**src/rtl/sysctl_pkg.sv**
```systemverilog
package sysctl_pkg;
  localparam int unsigned REGN_W   = 5;
  localparam int unsigned CODE_W   = 4;
  localparam logic [REGN_W-1:0] RN_BADADDR = 5'd8;
  localparam logic [REGN_W-1:0] RN_STATUS  = 5'd12;
  localparam logic [REGN_W-1:0] RN_CAUSE   = 5'd13;
  localparam logic [REGN_W-1:0] RN_EPC     = 5'd14;
  localparam int unsigned IE_BIT   = 0;
  localparam int unsigned PIE_BIT  = 1;
  localparam int unsigned CODE_LSB = 2;
  localparam int unsigned MASK_LSB = 8;
  localparam logic [CODE_W-1:0] CODE_IRQ = '0;

  function automatic logic is_addr_err(input logic [CODE_W-1:0] code,
                                       input logic [CODE_W-1:0] ld_code,
                                       input logic [CODE_W-1:0] st_code);
    return (code == ld_code) || (code == st_code);
  endfunction
endpackage

```
**src/rtl/sysctl_event_arb.sv**
```systemverilog
module sysctl_event_arb #(
  parameter int unsigned NIRQ = 8
) (
  input  logic            exc_req,
  input  logic            eret,
  input  logic            ie,
  input  logic [NIRQ-1:0] irq_lines,
  input  logic [NIRQ-1:0] irq_mask,
  output logic            take_sync,
  output logic            take_irq,
  output logic            do_eret,
  output logic            take_any
);
  function automatic logic irq_ready(input logic g_en,
                                     input logic [NIRQ-1:0] lines,
                                     input logic [NIRQ-1:0] mask);
    return g_en && (|(lines & mask));
  endfunction

  assign take_sync = exc_req;
  assign do_eret   = eret && !exc_req;
  assign take_irq  = !exc_req && !eret && irq_ready(ie, irq_lines, irq_mask);
  assign take_any  = take_sync || take_irq;
endmodule

```
**src/rtl/sysctl_csr_file.sv**
```systemverilog
module sysctl_csr_file
  import sysctl_pkg::*;
#(
  parameter int unsigned XLEN = 32,
  parameter int unsigned NIRQ = 8,
  parameter logic [CODE_W-1:0] LD_ADDR_CODE = 4'd4,
  parameter logic [CODE_W-1:0] ST_ADDR_CODE = 4'd5
) (
  input  logic              clk,
  input  logic              rst_n,
  input  logic [REGN_W-1:0] reg_num,
  input  logic              reg_wr,
  input  logic [XLEN-1:0]   reg_wdata,
  output logic [XLEN-1:0]   reg_rdata,
  input  logic              take_sync,
  input  logic              take_irq,
  input  logic              do_eret,
  input  logic [CODE_W-1:0] exc_code,
  input  logic [XLEN-1:0]   exc_pc,
  input  logic [XLEN-1:0]   exc_addr,
  input  logic [XLEN-1:0]   next_pc,
  input  logic [NIRQ-1:0]   irq_lines,
  output logic              ie,
  output logic [NIRQ-1:0]   irq_mask,
  output logic [XLEN-1:0]   epc
);
  logic              ie_q, pie_q;
  logic [NIRQ-1:0]   mask_q;
  logic [CODE_W-1:0] code_q;
  logic [XLEN-1:0]   epc_q, bad_q;

  logic take_any, sw_wr, bad_load;
  assign take_any = take_sync || take_irq;
  assign sw_wr    = reg_wr && !take_any && !do_eret;
  assign bad_load = take_sync && is_addr_err(exc_code, LD_ADDR_CODE, ST_ADDR_CODE);

  always_ff @(posedge clk or negedge rst_n) begin
    if (!rst_n) begin
      ie_q   <= 1'b0;
      pie_q  <= 1'b0;
      mask_q <= '0;
      code_q <= '0;
      epc_q  <= '0;
      bad_q  <= '0;
    end else if (take_any) begin
      pie_q  <= ie_q;
      ie_q   <= 1'b0;
      code_q <= take_sync ? exc_code : CODE_IRQ;
      epc_q  <= take_sync ? exc_pc : next_pc;
      if (bad_load) bad_q <= exc_addr;
    end else if (do_eret) begin
      ie_q <= pie_q;
    end else if (sw_wr) begin
      case (reg_num)
        RN_STATUS: begin
          ie_q   <= reg_wdata[IE_BIT];
          pie_q  <= reg_wdata[PIE_BIT];
          mask_q <= reg_wdata[MASK_LSB +: NIRQ];
        end
        RN_CAUSE: code_q <= reg_wdata[CODE_LSB +: CODE_W];
        RN_EPC:   epc_q  <= reg_wdata;
        default: ;
      endcase
    end
  end

  always_comb begin
    reg_rdata = '0;
    case (reg_num)
      RN_BADADDR: reg_rdata = bad_q;
      RN_STATUS: begin
        reg_rdata[IE_BIT]              = ie_q;
        reg_rdata[PIE_BIT]             = pie_q;
        reg_rdata[MASK_LSB +: NIRQ]    = mask_q;
      end
      RN_CAUSE: begin
        reg_rdata[CODE_LSB +: CODE_W]  = code_q;
        reg_rdata[MASK_LSB +: NIRQ]    = irq_lines;
      end
      RN_EPC:  reg_rdata = epc_q;
      default: reg_rdata = '0;
    endcase
  end

  assign ie       = ie_q;
  assign irq_mask = mask_q;
  assign epc      = epc_q;

  a_r6_entry_clears_ie: assert property (@(posedge clk) disable iff (!rst_n)
    take_any |=> (!ie_q && (pie_q == $past(ie_q))));
  a_r7_return_restores_ie: assert property (@(posedge clk) disable iff (!rst_n)
    do_eret |=> (ie_q == $past(pie_q)));
  a_r3_code_logged: assert property (@(posedge clk) disable iff (!rst_n)
    take_sync |=> (code_q == $past(exc_code)) && (epc_q == $past(exc_pc)));
  a_r4_irq_code_zero: assert property (@(posedge clk) disable iff (!rst_n)
    take_irq |=> (code_q == CODE_IRQ) && (epc_q == $past(next_pc)));
  a_r9_badaddr_hold: assert property (@(posedge clk) disable iff (!rst_n)
    !bad_load |=> $stable(bad_q));
endmodule

```
**src/rtl/sysctl_regs.sv**
```systemverilog
module sysctl_regs
  import sysctl_pkg::*;
#(
  parameter int unsigned XLEN = 32,
  parameter int unsigned NIRQ = 8,
  parameter logic [XLEN-1:0]   VECTOR       = 32'h8000_0080,
  parameter logic [CODE_W-1:0] LD_ADDR_CODE = 4'd4,
  parameter logic [CODE_W-1:0] ST_ADDR_CODE = 4'd5
) (
  input  logic              clk,
  input  logic              rst_n,
  input  logic [REGN_W-1:0] reg_num,
  input  logic              reg_wr,
  input  logic [XLEN-1:0]   reg_wdata,
  output logic [XLEN-1:0]   reg_rdata,
  input  logic              exc_req,
  input  logic [CODE_W-1:0] exc_code,
  input  logic [XLEN-1:0]   exc_pc,
  input  logic [XLEN-1:0]   exc_addr,
  input  logic [XLEN-1:0]   next_pc,
  input  logic [NIRQ-1:0]   irq_lines,
  input  logic              eret,
  output logic              redirect_valid,
  output logic [XLEN-1:0]   redirect_pc
);
  logic            take_sync, take_irq, do_eret, take_any;
  logic            ie;
  logic [NIRQ-1:0] irq_mask;
  logic [XLEN-1:0] epc;

  sysctl_event_arb #(.NIRQ(NIRQ)) u_arb (
    .exc_req   (exc_req),
    .eret      (eret),
    .ie        (ie),
    .irq_lines (irq_lines),
    .irq_mask  (irq_mask),
    .take_sync (take_sync),
    .take_irq  (take_irq),
    .do_eret   (do_eret),
    .take_any  (take_any)
  );

  sysctl_csr_file #(
    .XLEN(XLEN), .NIRQ(NIRQ),
    .LD_ADDR_CODE(LD_ADDR_CODE), .ST_ADDR_CODE(ST_ADDR_CODE)
  ) u_csr (
    .clk       (clk),
    .rst_n     (rst_n),
    .reg_num   (reg_num),
    .reg_wr    (reg_wr),
    .reg_wdata (reg_wdata),
    .reg_rdata (reg_rdata),
    .take_sync (take_sync),
    .take_irq  (take_irq),
    .do_eret   (do_eret),
    .exc_code  (exc_code),
    .exc_pc    (exc_pc),
    .exc_addr  (exc_addr),
    .next_pc   (next_pc),
    .irq_lines (irq_lines),
    .ie        (ie),
    .irq_mask  (irq_mask),
    .epc       (epc)
  );

  assign redirect_valid = take_any || do_eret;
  assign redirect_pc    = do_eret ? epc : VECTOR;

  a_r3_fault_redirects: assert property (@(posedge clk) disable iff (!rst_n)
    exc_req |-> (redirect_valid && (redirect_pc == VECTOR)));
  a_r5_sync_beats_irq: assert property (@(posedge clk) disable iff (!rst_n)
    exc_req |-> !take_irq);
  a_r4_no_irq_when_disabled: assert property (@(posedge clk) disable iff (!rst_n)
    (!ie || ((irq_lines & irq_mask) == '0)) |-> !take_irq);
  a_r7_return_target: assert property (@(posedge clk) disable iff (!rst_n)
    (eret && !exc_req) |-> (redirect_valid && (redirect_pc == epc)));
endmodule

```
**config.mk**
```make
export PLATFORM = sky130hd
export DESIGN_NAME = sysctl_regs
export DESIGN_NICKNAME = d
export VERILOG_FILES = /design/src/rtl/sysctl_pkg.sv /design/src/rtl/sysctl_event_arb.sv /design/src/rtl/sysctl_csr_file.sv /design/src/rtl/sysctl_regs.sv
export SDC_FILE = /design/constraint.sdc
export NUM_CORES = 1
export LEC_CHECK = 0
export CORE_ASPECT_RATIO = 0.9
export CORE_MARGIN = 5
export CORE_UTILIZATION = 46
export CTS_CLUSTER_SIZE = 10
export DETAILED_ROUTE_END_ITERATION = 10
export GPL_ROUTABILITY_DRIVEN = 0
export HOLD_SLACK_MARGIN = 0.06
export PLACE_DENSITY = 0.87
export SLEW_MARGIN = 20
export SYNTH_ARGS = -nofsm -noshare
export SYNTH_HDL_FRONTEND = slang
export SYNTH_SLANG_ARGS = --single-unit
```
**constraint.sdc**
```tcl
create_clock -name clk -period 3.65 [get_ports clk]
set_input_delay 0.73 -clock clk [delete_from_list [all_inputs] [get_ports clk]]
set_output_delay 0.73 -clock clk [all_outputs]
set_load 0.02 [all_outputs]
```
After elaboration in Yosys (flattened, before gate mapping)
Cells that the tools add are included.
Cells by class
  add/subtract/negate cells: 0
  multiply operators: 0
  div/mod/pow operators: 0
  $lt $le $gt $ge: 0
  equality and inequality tests: 7
  shifts and indexed selects: 0
  mux-type cells: 24
  bitwise logic cells: 3
  reductions and logical operators: 27
Operators by type and width (number)
  $mux W32: 6
  $pmux W16 S2: 1
  $pmux W8 S4: 1
  $eq A5 B4 Y1 const B: 4
  $mux W4: 5
  $pmux W4 S3: 1
  $reduce_and A3 Y1: 3
  $and A8 B8 Y8: 1
  $eq A4 B3 Y1 const B: 2
  $mux W1: 8
  $reduce_bool A2 Y1: 4
  $reduce_or A8 Y1: 1
  $logic_and A1 B1 Y1: 7
  $pmux W2 S3: 1
  $reduce_bool A3 Y1: 2
  $logic_not A1 Y1: 4
  $pmux W2 S2: 1
  $reduce_and A2 Y1: 2
  $reduce_and A4 Y1: 1
  $logic_or A1 B1 Y1: 3
  $ne A2 B1 Y1 const B: 1
  $not A1 Y1: 2
Storage, ports and cells
  register bits after elaboration: 78
  latch bits: 0
  RAM bits: 0
  memory bits (read-only): 0
  input port bits: 150
  memories: 0

Depth between registers and ports, before layout
  word-level depth: 11
  mapped depth: 6

By module
From an unflattened synthesis, not the netlist that was laid out.
Unflattened totals
  cells, all modules: 436
  area total of the unflattened synthesis: 4767.1 sq um
By module, submodules not included
  sysctl_csr_file: instances 1, cells each 390, area each 4439.3 sq um, seq. area each 1951.9 sq um
  sysctl_regs: instances 1, cells each 36, area each 257.7 sq um, seq. area each 0.0 sq um
  sysctl_event_arb: instances 1, cells each 10, area each 70.1 sq um, seq. area each 0.0 sq um

Least setup slack after synthesis
No wires, ideal clock.
  path type: input -> output
  start point: input reg_num[1]
  end point: output reg_rdata[10]
  arrival time: 2059 ps
  data required time: 2920 ps
  path slack: 861 ps
  stages on the path: 5
  buffers on the path: 2
  cell sequence: buf_2 nor4_1 clkbuf_1 a22oi_1 o21ai_0
Between the ends
  longest elaborated chain between the ends: 2
Ends and longest elaborated chain
  start, declared: line sysctl_regs.sv:12  | input logic [REGN_W-1:0] reg_num,
  $eq A5 B4 Y1: line sysctl_csr_file.sv:69  | case (reg_num)
  $pmux W8 S4 (*): line sysctl_csr_file.sv:69
  end, declared: line sysctl_regs.sv:15  | output logic [XLEN-1:0] reg_rdata,
Every way passes the cells marked *; elsewhere a longest branch is shown, timed or not.

Worst setup path in the final report
  start point: input reg_num[1]
  end point: output reg_rdata[12]
The elaborated chain is that of the path after synthesis.

==> impl_metrics.tcl <==
set metrics [dict create \
    outcome "complete, no violations" \
    track_usage_pct 27.3 \
    synth_ff_type "dfrtp_1" \
    core_mm2 0.0102 \
    h-tree-depth 3 \
    synth_simple_gate_area_share_pct 17.4 \
    antenna_found_initial 0 \
    drc 0 \
    hpwl_um 12600 \
    hold_path.class "reg2reg" \
    grt_overflow 0 \
    die_area_mm2 0.0126 \
    synth_area_per_cell_um2 10.5 \
    p_int_w 0.00203 \
    placed_area_mm2 0.00709 \
    final_cell_mix "clkdlybuf4s50_1, dfrtp_1, nand2_1, mux2_2, o31ai_1" \
    ios 215 \
    arrival_ps 2800 \
    io_buffers 214 \
    min_period_over_period_pct 96.8 \
    finalCriticalPeriod_ps 3530 \
    p_leak_nw 3.11 \
    worstPathMaxFanout 16 \
    layout_commonest_cell "clkdlybuf4s50_1" \
    synth-async-reset-ratio_pct 100 \
    p_clk_share_pct 37.1 \
    first_pass_iters 5 \
    synth_area_mm2 0.00480 \
    routed_via_density 6.22 \
    postCtsSetupBuffers 0 \
    clock_sinks 78 \
    synth_top_family_by_area "compound AO/OA/AOI/OAI gates" \
    synth_compound_area_share_pct 24.5 \
    yosys-top-cells-area "dfrtp_1, mux2_2, a221oi_2, o31ai_1, and3_1" \
    syn_nets 609 \
    synth.area.mux_share_pct 12.7 \
    grt_pass1_wl_um 27500 \
    drt_iter0_drc 280 \
    ys_seq_area_share_pct 40.7 \
    sequentialPowerShare_pct 39.4 \
    maxCapViolations 0 \
    startpoint_type "input pin" \
    antenna_cells 0 \
    worst_pin_slew_ps 999 \
    cts_tree "done" \
    max_clock_freq_ghz 0.283 \
    ant_nets 0 \
    fin_ws_ps 116 \
    die_w_um 118 \
    slew_headroom_pct 33.4 \
    synth.largest_area_cell "dfrtp_1" \
    crit_required_ps 2920 \
    cts-root-buf "clkbuf_16" \
    final_area_mm2 0.00744 \
    ys_types 39 \
    endpoint_kind "primary output" \
    cts_buffers 9 \
    pre_cts_ws_ps 108 \
    wl_per_cell_um 22.3 \
    initial_utilization_pct 47.0 \
    synth_xor_area_share_pct 0 \
    routed_wirelength_um 17600 \
    synth_fa_ha_area_share_pct 0 \
    p_sw_w 0.000726 \
    synth-edff-count 0 \
    yosys.area.top_type_share_pct 40.7 \
    drive_above_1_share_pct 17.4 \
    clk_pin_slew_ps 60 \
    finClkSkew_ps 6.25 \
    nets 807 \
    vias 4914 \
    finalHoldViolCount 0 \
    synthCells 459 \
    power_density_mw_per_mm2 371 \
    p_comb_share_pct 23.5 \
    fillers 732 \
    finalSetupViolations 0 \
    tns_ps 0 \
    path_class "in2out" \
    clockBufferDepth 2 \
    finalMaxSlewViolations 0 \
    netSwitchingFraction_pct 26.3 \
    peakVddDrop_uv 315 \
    grt_pass1_vias 5233 \
    clk_latency_ps 320 \
    yosys_warnings 0 \
    rows 35 \
    grt_setup_unrepaired "no" \
    synth_seq_cells 78 \
    die_y_um 107 \
    grt_max_degree 79 \
    syn2layout_area_growth_pct 55.0 \
]
## final cells by class
| cell class | instances | area, um^2 | share of cell area [%] |
|---|---|---|---|
| well taps | 129 | 161 | 2.17 |
| multi-input cells | 329 | 2650 | 35.6 |
| inverters | 6 | 22.5 | 0.303 |
| flip-flops and latches | 78 | 1950 | 26.3 |
| clock buffers | 11 | 243 | 3.26 |
| repair buffers | 233 | 2320 | 31.2 |
| clock inverters | 4 | 95.1 | 1.28 |
## layer usage
layer	vias up	part of all wire [%]	global-route usage, %
li1	2154	-	-
met1	2389	39	34.5
met2	327	49	45.5
met3	44	9.3	5.96
met4	0	2.8	11.5
met5	-	0	0
## Yosys cell counts, types with 3 or more instances
cell type / n
a22oi_1: 7
mux2_2: 40
buf_6: 3
nand2b_1: 4
nor3_1: 34
o31ai_1: 36
and2_1: 30
a221oi_1: 3
nor2_1: 3
mux2i_1: 16
clkbuf_1: 32
dfrtp_1: 78
a222oi_1: 4
buf_1: 3
a221oi_2: 29
nand2_1: 41
and3_1: 32
inv_1: 6
a22o_1: 21
buf_2: 8
o21ai_0: 11
## logic make-up after synthesis
kind of cell    Yosys count
compound gates          119
buf+inv                  52
flops                    78
mux                      56
simple gates            154
## sequential cells by signal (all words and copies together), names as in the netlist
name / cells
u_csr.epc: 32
u_csr.ie: 1
u_csr.irq_mask: 8
u_csr.code_q: 4
u_csr.pie_q: 1
u_csr.bad_q: 32
## worst paths after layout
path	startpoint	endpoint	slack, ps	cells past startpoint
worst min-delay path	u_csr.bad_q[1]	u_csr.bad_q[1]	510	1
worst max-delay path	reg_num[1]	reg_rdata[12]	120	7
min in group asynchronous	rst_n	u_csr.bad_q[14]	550	1
worst min register to register	u_csr.bad_q[1]	u_csr.bad_q[1]	510	1
worst max register to register	u_csr.irq_mask[3]	u_csr.epc[6]	1500	4
max in group asynchronous	rst_n	u_csr.ie	2380	1
## metrics by stage
stage / util (%) / std cells / hold WS, ps / power, W
after floorplan: - / 459 / 434 / 0.00141
after detailed placement: 69.5 / 775 / 496 / 0.00175
after global routing: 72.9 / 790 / 521 / 0.00286
after CTS: 72.8 / 790 / 510 / 0.00277
after global placement: 69.5 / 775 / 489 / 0.00172
final: 72.9 / 790 / 508 / 0.00276
## worst max-delay path, cell delays in order
cell and delay, ps:
clkdlybuf4s50_1 500, buf_12 200, nor3_1 290, buf_4 220, a22oi_1 70, o21ai_0 120, clkdlybuf4s50_1 660
## timing repair
item | 4_1_cts | 5_1_grt
hold buffers | 0 | 0
gates resized for setup | 0 | 2
setup endpoints to repair | 0 | 7
## power by group through the flow
stage	registers, W	clock network [W]	logic, W
after floorplan	0.00106	0	0.000349
after global placement	0.00109	0	0.000627
after detailed placement	0.00110	0	0.000646
after CTS	0.00108	0.00104	0.000648
after global routing	0.00110	0.00107	0.000694
final	0.00109	0.00102	0.000649
Note: power is estimated with default switching activity, not from simulation.
